==> src/rtl/fcap_pkg.sv <==
package fcap_pkg;

    typedef enum logic [1:0] {
        ST_IDLE = 2'd0,
        ST_FILL = 2'd1,
        ST_HELD = 2'd2
    } fcap_state_e;

    // Packed so that sop lands in bit 0 and pkt_err in bit 4
    typedef struct packed {
        logic pkt_err;
        logic data_perr;
        logic addr_perr;
        logic eop;
        logic sop;
    } fcap_flags_t;

    localparam int HDR_BYTES   = 3;
    localparam int HDR_FLAGS   = 0;
    localparam int HDR_LENGTH  = 1;
    localparam int HDR_CHANNEL = 2;

endpackage

==> src/rtl/fcap_fsm.sv <==
module fcap_fsm
    import fcap_pkg::*;
(
    input  logic        clk,
    input  logic        rst_n,
    input  logic        beat,
    input  logic        beat_end,
    input  logic        host_clr,
    output fcap_state_e state,
    output logic        complete,
    output logic        release_buf,
    output logic        cap_event
);

    fcap_state_e state_nx;

    always_comb begin
        state_nx = state;
        unique case (state)
            ST_IDLE: begin
                if (beat) begin
                    state_nx = beat_end ? ST_HELD : ST_FILL;
                end
            end
            ST_FILL: begin
                if (beat && beat_end) begin
                    state_nx = ST_HELD;
                end
            end
            ST_HELD: begin
                if (host_clr) begin
                    state_nx = ST_IDLE;
                end
            end
            default: state_nx = ST_IDLE;
        endcase
    end

    // state register
    always_ff @(posedge clk) begin
        if (!rst_n) begin
            state <= ST_IDLE;
        end else begin
            state <= state_nx;
        end
    end

    assign complete    = beat && beat_end && (state != ST_HELD);
    assign release_buf = (state == ST_HELD) && host_clr;

    // registered outputs
    always_ff @(posedge clk) begin
        if (!rst_n) begin
            cap_event <= 1'b0;
        end else begin
            cap_event <= complete;
        end
    end

endmodule

==> src/rtl/fcap_store.sv <==
module fcap_store #(
    parameter int DEPTH = 256,
    parameter int DW    = 8,
    localparam int AW   = $clog2(DEPTH)
) (
    input  logic          clk,
    input  logic          wr_en,
    input  logic [AW-1:0] wr_idx,
    input  logic [DW-1:0] wr_data,
    input  logic [AW-1:0] rd_idx,
    output logic [DW-1:0] rd_data
);

    logic [DW-1:0] mem [DEPTH];

    always_ff @(posedge clk) begin
        if (wr_en) begin
            mem[wr_idx] <= wr_data;
        end
    end

    assign rd_data = mem[rd_idx];

endmodule

==> src/rtl/fcap_meta.sv <==
module fcap_meta
    import fcap_pkg::*;
#(
    parameter int MAX_BYTES = 256,
    parameter int CHAN_W    = 8,
    localparam int IDX_W    = $clog2(MAX_BYTES)
) (
    input  logic              clk,
    input  logic              rst_n,
    input  logic              beat,
    input  logic              first_beat,
    input  logic              complete,
    input  logic              release_buf,
    input  logic [CHAN_W-1:0] in_chan,
    input  fcap_flags_t       in_flags,
    output logic [IDX_W-1:0]  wr_idx,
    output logic              idx_full,
    output logic [IDX_W-1:0]  len_q,
    output logic [CHAN_W-1:0] chan_q,
    output fcap_flags_t       flags_q
);

    assign idx_full = (wr_idx == IDX_W'(MAX_BYTES - 1));

    // byte position counter
    always_ff @(posedge clk) begin
        if (!rst_n) begin
            wr_idx <= '0;
        end else if (complete) begin
            wr_idx <= '0;
        end else if (beat) begin
            wr_idx <= wr_idx + 1'b1;
        end
    end

    // length in count-minus-one form
    always_ff @(posedge clk) begin
        if (!rst_n) begin
            len_q <= '0;
        end else if (complete) begin
            len_q <= wr_idx;
        end
    end

    always_ff @(posedge clk) begin
        if (!rst_n) begin
            chan_q <= '0;
        end else if (beat && first_beat) begin
            chan_q <= in_chan;
        end
    end

    // sticky flags
    always_ff @(posedge clk) begin
        if (!rst_n) begin
            flags_q <= '0;
        end else if (release_buf) begin
            flags_q <= '0;
        end else if (beat) begin
            flags_q <= flags_q | in_flags;
        end
    end

endmodule

==> src/rtl/frag_capture_mbox.sv <==
module frag_capture_mbox
    import fcap_pkg::*;
#(
    parameter int MAX_BYTES = 256,
    parameter int DATA_W    = 8,
    parameter int CHAN_W    = 8,
    localparam int IDX_W    = $clog2(MAX_BYTES),
    localparam int ADDR_W   = $clog2(MAX_BYTES + HDR_BYTES)
) (
    input  logic              clk,
    input  logic              rst_n,
    input  logic              s_valid,
    output logic              s_ready,
    input  logic [DATA_W-1:0] s_data,
    input  logic [CHAN_W-1:0] s_chan,
    input  logic              s_sop,
    input  logic              s_eop,
    input  logic              s_last,
    input  logic              s_addr_perr,
    input  logic              s_data_perr,
    input  logic              s_pkt_err,
    input  logic              h_rd_en,
    input  logic [ADDR_W-1:0] h_rd_addr,
    output logic [DATA_W-1:0] h_rd_data,
    input  logic              h_clr,
    output logic              data_avail,
    output logic              cap_event
);

    fcap_state_e       state;
    logic              beat;
    logic              beat_end;
    logic              complete;
    logic              release_buf;
    logic [IDX_W-1:0]  wr_idx;
    logic              idx_full;
    logic [IDX_W-1:0]  len_q;
    logic [CHAN_W-1:0] chan_q;
    fcap_flags_t       flags_q;
    fcap_flags_t       in_flags;
    logic [ADDR_W-1:0] pay_off;
    logic              pay_hit;
    logic [DATA_W-1:0] mem_rd;
    logic [DATA_W-1:0] rd_mux;

    assign s_ready    = (state != ST_HELD);
    assign data_avail = (state == ST_HELD);
    assign beat       = s_valid && s_ready;
    assign beat_end   = s_last || s_eop || idx_full;

    always_comb begin
        in_flags           = '0;
        in_flags.sop       = s_sop;
        in_flags.eop       = s_eop;
        in_flags.addr_perr = s_addr_perr;
        in_flags.data_perr = s_data_perr;
        in_flags.pkt_err   = s_pkt_err;
    end

    fcap_fsm u_fsm (
        .clk         (clk),
        .rst_n       (rst_n),
        .beat        (beat),
        .beat_end    (beat_end),
        .host_clr    (h_clr),
        .state       (state),
        .complete    (complete),
        .release_buf (release_buf),
        .cap_event   (cap_event)
    );

    fcap_meta #(
        .MAX_BYTES (MAX_BYTES),
        .CHAN_W    (CHAN_W)
    ) u_meta (
        .clk         (clk),
        .rst_n       (rst_n),
        .beat        (beat),
        .first_beat  (state == ST_IDLE),
        .complete    (complete),
        .release_buf (release_buf),
        .in_chan     (s_chan),
        .in_flags    (in_flags),
        .wr_idx      (wr_idx),
        .idx_full    (idx_full),
        .len_q       (len_q),
        .chan_q      (chan_q),
        .flags_q     (flags_q)
    );

    assign pay_off = h_rd_addr - ADDR_W'(HDR_BYTES);
    assign pay_hit = (h_rd_addr >= ADDR_W'(HDR_BYTES)) &&
                     (pay_off < ADDR_W'(MAX_BYTES));

    fcap_store #(
        .DEPTH (MAX_BYTES),
        .DW    (DATA_W)
    ) u_store (
        .clk     (clk),
        .wr_en   (beat),
        .wr_idx  (wr_idx),
        .wr_data (s_data),
        .rd_idx  (pay_off[IDX_W-1:0]),
        .rd_data (mem_rd)
    );

    always_comb begin
        rd_mux = '0;
        if (data_avail) begin
            if (h_rd_addr == ADDR_W'(HDR_FLAGS)) begin
                rd_mux = DATA_W'(flags_q);
            end else if (h_rd_addr == ADDR_W'(HDR_LENGTH)) begin
                rd_mux = DATA_W'(len_q);
            end else if (h_rd_addr == ADDR_W'(HDR_CHANNEL)) begin
                rd_mux = DATA_W'(chan_q);
            end else if (pay_hit) begin
                rd_mux = mem_rd;
            end
        end
    end

    always_ff @(posedge clk) begin
        if (!rst_n) begin
            h_rd_data <= '0;
        end else if (h_rd_en) begin
            h_rd_data <= rd_mux;
        end
    end

endmodule

==> config.mk <==
export PLATFORM = sky130hd
export DESIGN_NAME = frag_capture_mbox
export DESIGN_NICKNAME = d
export VERILOG_FILES = /design/src/rtl/fcap_pkg.sv /design/src/rtl/fcap_fsm.sv /design/src/rtl/fcap_store.sv /design/src/rtl/fcap_meta.sv /design/src/rtl/frag_capture_mbox.sv
export SDC_FILE = /design/constraint.sdc
export NUM_CORES = 2
export LEC_CHECK = 0
export BUFFER_PORTS_ARGS = -buffer_cell sky130_fd_sc_hd__buf_2
export CAP_MARGIN = 20
export CELL_PAD_IN_SITES_DETAIL_PLACEMENT = 1
export CELL_PAD_IN_SITES_GLOBAL_PLACEMENT = 1
export CORE_MARGIN = 10
export CORE_UTILIZATION = 45
export DETAILED_ROUTE_END_ITERATION = 16
export GPL_TIMING_DRIVEN = 0
export PLACE_DENSITY_LB_ADDON = 0.05
export SLEW_MARGIN = 20
export SYNTH_ARGS = -nofsm -noshare
export SYNTH_HDL_FRONTEND = slang
export SYNTH_SLANG_ARGS = --single-unit
==> constraint.sdc <==
create_clock -name clk -period 9.6 [get_ports clk]
set_input_delay 0.48 -clock clk [delete_from_list [all_inputs] [get_ports clk]]
set_output_delay 0.48 -clock clk [all_outputs]
set_load 0.01 [all_outputs]
After elaboration in Yosys (flattened, before gate mapping). Memory sizes are Yosys's and may differ from the RTL's. Cells that the tools add are included.

Reductions and logical operators: 13. Add/subtract/negate cells: 2. $lt $le $gt $ge: 2. Equal/unequal tests: 9. Bitwise logic cells: 2. Muxes and demuxes: 12.

Operator list (number): 8-bit 2-to-1 mux (5); 9-bit by 1-bit equality test with 1-bit output (second input constant) (1); 9-bit by 2-bit equality test with 1-bit output (second input constant) (1); 9-bit by 2-bit >= comparator with 1-bit output (second input constant) (1); 9-bit logical NOT (1); 9-bit < comparator (second input constant) (1); 9-bit by 2-bit subtractor with 9-bit output (second input constant) (1); 8-bit by 1-bit adder with 8-bit output (second input constant) (1); 8-bit equality test (second input constant) (1); 2-bit 2-to-1 mux (4); 1-bit logical AND (6); 2-bit != test (second input constant) (3); 2-bit one-hot mux with 3 select lines (1); 5-bit OR (1); 2-bit OR reduction (2); 3-bit AND reduction (1); 2-bit by 1-bit equality test with 1-bit output (second input constant) (1); 2-bit equality test (second input constant) (1); 2-bit logical NOT (1); 1-bit logical OR (2); 1-bit 2-to-1 mux (2); 2-bit by 1-bit != test with 1-bit output (second input constant) (1); 1-bit inverter (1).

Memory bits (writable): 2048. Register bits: 40. Input bits: 36. Memories kept: 1. Logic and storage cells: 52. Output and inout bits: 11.

Memory list: u_store.mem (depth 256, bits a word 8, read ports 1, clocked after Yosys merged registers in 0, wr ports 1, RTL line fcap_store.sv:14) `logic [DW-1:0] mem [DEPTH];`.

Longest topological paths before layout.
Word-level depth: 8. Mapped depth: 21. Mapped depth without buffers: 10.

Modules after synthesis. From an unflattened synthesis, not the netlist that was laid out.

Cell total of the unflattened synthesis: 3990. Area total of the unflattened synthesis: 81640.8 um^2.

Modules (own cells, without submodules): fcap_store (cells each 3725, times used 1, sequential area each 61499.0 um^2, area each 79396.1 um^2); fcap_meta (cells each 117, times used 1, sequential area each 580.6 um^2, area each 1109.8 um^2); frag_capture_mbox (cells each 135, times used 1, sequential area each 160.2 um^2, area each 988.4 um^2); fcap_fsm (cells each 13, times used 1, sequential area each 60.1 um^2, area each 146.4 um^2).

Worst setup path before layout. Ideal clock, no wire load.

Path kind: input to register. Start point: in h_rd_addr[0]. End point: reg h_rd_data[0]. Slack: 5231 ps. Buffers on the path: 10. Data required time: 9484 ps. Arrival time: 4253 ps. Cell stages on the path: 17. Setup time: 116 ps. Cells stage by stage: buf_6 > buf_6 > buf_6 > buf_4 > buf_4 > buf_2 > inv_2 > buf_2 > ha_1 > buf_2 > clkbuf_1 > clkbuf_1 > mux4_2 > mux4_2 > o2111ai_1 > nand4_1 > o211a_1.

Word-level cells in the longest chain between the ends: 8. Elaborated cells on any way between the ends: 13. Those cells by class: add/sub (1); order compare (2); eq/ne (2); mux (5); reduce/logical (2); memory (1).

RTL lines: from (decl) (RTL line frag_capture_mbox.sv:23) `input logic [ADDR_W-1:0] h_rd_addr,`; branches (longest 6 deep; another with 9-bit by 2-bit subtractor with 9-bit output); 8-bit 2-to-1 mux * (RTL line frag_capture_mbox.sv:110) `if (h_rd_addr == ADDR_W'(HDR_FLAGS)) begin`; 8-bit 2-to-1 mux * (RTL line frag_capture_mbox.sv:109) `if (data_avail) begin`; to (signal assigned) (RTL line frag_capture_mbox.sv:126) `h_rd_data <= rd_mux;`; to (decl) (RTL line frag_capture_mbox.sv:24) `output logic [DATA_W-1:0] h_rd_data,`.

Every way passes the cells marked *. A chain may end at the register's enable or synchronous reset.

Worst setup path after layout.
Start point: in h_rd_addr[0]. End point: reg h_rd_data[5].

Same word-level chain as after synthesis.

==> impl_metrics.xml <==
<?xml version="1.0" encoding="UTF-8"?>
<metrics>
  <group name="run">
    <metric name="maxCapViolCount" unit="">0</metric>
  </group>
  <group name="setup_path">
    <metric name="timing.critical_path.cells" unit="">buf_2 -&gt; buf_6 -&gt; buf_6 -&gt; buf_6 -&gt; buf_4 -&gt; buf_4 -&gt; buf_2 -&gt; inv_2 -&gt; buf_2 -&gt; ha_1 -&gt; buf_2 -&gt; buf_2 -&gt; buf_2 -&gt; clkbuf_1 -&gt; buf_2 -&gt; mux4_2 -&gt; nand3_1 -&gt; nand2_1 -&gt; o21ai_0 -&gt; nand4_1 -&gt; a22oi_1 -&gt; a21oi_1</metric>
    <metric name="cp_num_buf_inv" unit="">14</metric>
    <metric name="critical_path.max_stage_delay" unit="ns">0.83</metric>
    <metric name="cpMostUsedCell" unit="">sky130_fd_sc_hd__buf_2</metric>
    <metric name="critical-path-top-delay-family" unit="">buffers and inverters</metric>
    <metric name="timing.critical_path.fanout_max" unit="">11</metric>
    <metric name="worstPathRequired" unit="ns">10.31</metric>
    <metric name="critical-path-slowest-cell" unit="">sky130_fd_sc_hd__clkbuf_1</metric>
    <metric name="critPathArrivalTime" unit="ns">8.27</metric>
    <metric name="cp-start-kind" unit="">input port</metric>
    <metric name="critical_path.endpoint_type" unit="">flop</metric>
    <metric name="critical_path_class" unit="">input port to flop</metric>
  </group>
  <group name="floorplan">
    <metric name="chipWidth" unit="µm">445.4</metric>
    <metric name="die_height" unit="µm">445.4</metric>
    <metric name="core-area" unit="mm²">0.1804</metric>
    <metric name="num_rows" unit="">156</metric>
    <metric name="fp.dieArea" unit="mm²">0.1984</metric>
    <metric name="floorplan.initialDensity" unit="">0.4515</metric>
    <metric name="count_of_boundary_i_o_pins" unit="">47</metric>
  </group>
  <group name="place">
    <metric name="dpl_worst_slack" unit="ns">1.545</metric>
    <metric name="routability_congestion_estimate" unit="">0.9737</metric>
    <metric name="placed_cells_incl_taps" unit="">6285</metric>
    <metric name="io_buffer_count" unit="">45</metric>
    <metric name="dp_hpwl" unit="µm">194500</metric>
  </group>
  <group name="power_and_ir_drop">
    <metric name="p_per_area" unit="mW/mm²">215.4</metric>
    <metric name="leakage" unit="nW">29.24</metric>
    <metric name="vdd_drop_max" unit="mV">0.2142</metric>
    <metric name="totalPowerFinal" unit="mW">20.07</metric>
  </group>
  <group name="global_routing">
    <metric name="global_route_wire_length_before_repair" unit="µm">379500</metric>
    <metric name="grt_pass1_vias" unit="">42990</metric>
    <metric name="antenna_found_initial" unit="">23</metric>
    <metric name="total_congestion_overflow_after_global_routing" unit="">0</metric>
    <metric name="gr-usage-all-layers" unit="">0.2820</metric>
    <metric name="grt_start_max_net_pins" unit="">125</metric>
  </group>
  <group name="run_status">
    <metric name="outcome" unit="">complete, no violations</metric>
  </group>
  <group name="yosys">
    <metric name="post-synth-top-area-cell" unit="">sky130_fd_sc_hd__edfxtp_1</metric>
    <metric name="yosysWarnings" unit="">0</metric>
    <metric name="synth-seq-cells" unit="">2088</metric>
    <metric name="synth-edff-count" unit="">2048</metric>
    <metric name="ys_types" unit="">61</metric>
    <metric name="synthesis.area_per_instance" unit="µm²">21.30</metric>
    <metric name="synthesized_net_count" unit="">3867</metric>
    <metric name="async_reset_ff_frac" unit="">0</metric>
    <metric name="synthCells" unit="">3823</metric>
    <metric name="yosysTopAreaCellShare" unit="">0.7553</metric>
    <metric name="synth_top_cells_by_area" unit="">sky130_fd_sc_hd__edfxtp_1 (76%), sky130_fd_sc_hd__mux4_2 (16%), sky130_fd_sc_hd__nor2_1 (1.3%)</metric>
    <metric name="dominantRegCellSynth" unit="">sky130_fd_sc_hd__edfxtp_1</metric>
    <metric name="mappedNetlistArea" unit="mm²">0.08143</metric>
    <metric name="synth.yosys.seq_area_share" unit="">0.7651</metric>
  </group>
  <group name="clock_network">
    <metric name="clock_latency" unit="ns">0.87</metric>
    <metric name="htree_num_levels" unit="">4</metric>
    <metric name="cts_resized" unit="">0</metric>
    <metric name="post_cts_hold_buffer_count" unit="">18</metric>
    <metric name="cts_setup_buffers" unit="">0</metric>
    <metric name="cts_tree" unit="">built</metric>
    <metric name="clock_transition_at_the_register_clock_pins_on_the_worst_setup_and_hold_paths_after_cts" unit="ns">0.06</metric>
    <metric name="max-clock-path-buffers" unit="">3</metric>
    <metric name="cts_num_sinks" unit="">2088</metric>
    <metric name="cts_made_buffers" unit="">214</metric>
    <metric name="ctsRootBufferMaster" unit="">sky130_fd_sc_hd__clkbuf_16</metric>
  </group>
  <group name="routing">
    <metric name="post-route-drc-count" unit="">0</metric>
    <metric name="num_vias" unit="">42770</metric>
    <metric name="drt_first_iter_violations" unit="">6141</metric>
    <metric name="firstDrtPassIters" unit="">6</metric>
    <metric name="finalWirelength" unit="µm">281600</metric>
    <metric name="viasPerCell" unit="">6.377</metric>
    <metric name="drtAntennaViolNets" unit="">0</metric>
    <metric name="wire_per_inst" unit="µm">42.00</metric>
  </group>
  <group name="sta">
    <metric name="fin_tns_setup" unit="ns">0</metric>
    <metric name="fin_ws" unit="ns">2.043</metric>
    <metric name="finClkSkew" unit="ns">0.03967</metric>
    <metric name="clock.fmax" unit="MHz">132.3</metric>
    <metric name="timing.final.setup_violations" unit="">0</metric>
    <metric name="grt_setup_unrepaired" unit="">no</metric>
    <metric name="period_needed" unit="ns">7.557</metric>
    <metric name="layout_worst_path_cycle_share" unit="">0.7872</metric>
    <metric name="final_hold_viol_count" unit="">0</metric>
    <metric name="final_worst_hold_slack" unit="ns">0.04730</metric>
    <metric name="tightest_slew" unit="ns">1.280</metric>
    <metric name="timing_max_transition_violations_final" unit="">0</metric>
    <metric name="timing.max_slew.rel_slack" unit="">0.1412</metric>
  </group>
  <group name="cells_and_area">
    <metric name="layoutNonFillerInstCount" unit="">6706</metric>
    <metric name="layout-drive-gt1-share" unit="">0.2704</metric>
    <metric name="area_growth" unit="%">14.39</metric>
    <metric name="finish.net_count" unit="">4194</metric>
  </group>
  <group name="worst_hold_path">
    <metric name="holdCritPathClass" unit="">input port to flop</metric>
  </group>
</metrics>
-- layout make-up --
class                           count  area, µm²
Inverter                           14      52.55
Buffer                            222       1220
Clock buffer                      270       5647
Timing Repair Buffer              111       1610
Fill cell                       15870      87210
Sequential cell                  2088      62300
Clock inverter                    127       1323
Multi-Input combinational cell   1499      18010
Tap cell                         2370       2965
Antenna cell                        5      12.51
-- worst paths after layout --
check	from	cells after the start	slack, ns	to
worst max-delay path	h_rd_addr[0]	22	2.04	h_rd_data[5]$_SDFFE_PN0P_
worst min-delay path	s_data[7]	1	0.05	u_store.mem[126][7]$_DFFE_PP_
worst max register to register	u_fsm.state[0]$_SDFFE_PN0P_	8	4.45	u_store.mem[211][4]$_DFFE_PP_
worst min register to register	u_meta.flags_q[4]$_SDFFE_PP0P_	2	0.48	u_meta.flags_q[4]$_SDFFE_PP0P_
-- Yosys cell counts, drive strengths merged, types with 3 or more instances --
library cell	count
a21oi	28
a221oi	12
a22o	15
a22oi	10
a31oi	10
a32oi	17
and2	3
buf	123
clkbuf	99
dfxtp	40
edfxtp	2048
ha	8
inv	13
mux2i	61
mux4	580
nand2	208
nand3	90
nand4	20
nor2	292
nor2b	30
nor3	8
nor4	3
o2111ai	10
o211a	5
o211ai	3
o21ai	29
o22ai	4
o2bb2ai	3
or2	3
or3	5
xnor2	9
xor2	6
-- sequential cells by signal (all words and copies together), names as in the netlist --
register and flops:
u_meta.flags_q 5, u_meta.chan_q 8, u_fsm.cap_event 1, u_meta.wr_idx 8
u_fsm.state 2, u_meta.len_q 8, h_rd_data 8, u_store.mem 2048
-- power by group --
| group | switching [mW] | leakage (nW) | internal, mW |
|---|---|---|---|
| Clock | 3.58 | 3.40 | 4.83 |
| Sequential | 0.00794 | 18.7 | 10.0 |
| Combinational | 1.12 | 7.11 | 0.517 |
-- cell usage in the layout, fill, tap and decap left out, types with 34 or more instances in the layout --
master,instances
sky130_fd_sc_hd__buf_2,109
sky130_fd_sc_hd__buf_4,34
sky130_fd_sc_hd__clkbuf_1,104
sky130_fd_sc_hd__clkbuf_16,215
sky130_fd_sc_hd__clkbuf_2,44
sky130_fd_sc_hd__clkinv_1,42
sky130_fd_sc_hd__clkinv_2,42
sky130_fd_sc_hd__dfxtp_1,40
sky130_fd_sc_hd__edfxtp_1,2048
sky130_fd_sc_hd__mux2i_1,61
sky130_fd_sc_hd__mux4_2,580
sky130_fd_sc_hd__nand2_1,208
sky130_fd_sc_hd__nand3_1,90
sky130_fd_sc_hd__nor2_1,275
-- layer usage --
layer  global-route usage  up-vias  routed length, µm  part of all wire
met1               0.4029    23590             116400              0.41
met5                    0        -                 64           0.00023
li1                     -    16540                  -                 -
met2               0.4281     2171             128900              0.46
met4               0.1081       10              11850             0.042
met3              0.05877      453              24420             0.087
-- worst register-to-register path: stages, from the launching register on --
cell	delay [ns]
sky130_fd_sc_hd__dfxtp_1	0.37
sky130_fd_sc_hd__nand2b_1	0.39
sky130_fd_sc_hd__clkinv_1	0.60
sky130_fd_sc_hd__nor2_1	0.61
sky130_fd_sc_hd__clkbuf_1	0.68
sky130_fd_sc_hd__nand3_1	0.60
sky130_fd_sc_hd__clkbuf_2	0.47
sky130_fd_sc_hd__buf_16	0.27
sky130_fd_sc_hd__nor2_1	0.78
-- logic make-up (layout without fill, tap and decap cells) --
kind of cell,count (synthesis),count (layout),synth area share
DFF,2088,2088,0.7651
adders and majority gates,8,8,0.001229
other,0,5,0
xor gates and xnor gates,15,15,0.001613
buffers and inverters,236,744,0.01484
and+or+nand+nor,671,671,0.03480
muxes,641,641,0.1679
AOI/OAI and AO/OA,164,164,0.01447
-- per-stage QoR --
step | area [µm²] | utilization
after floorplan | 81430 | -
after CTS | 93090 | 0.5162
after global placement | 84620 | 0.4692
after detailed placement | 85940 | 0.4765
after global routing | 93140 | 0.5164
final | 93140 | 0.5165
Note: power is estimated with default switching activity, not from simulation.
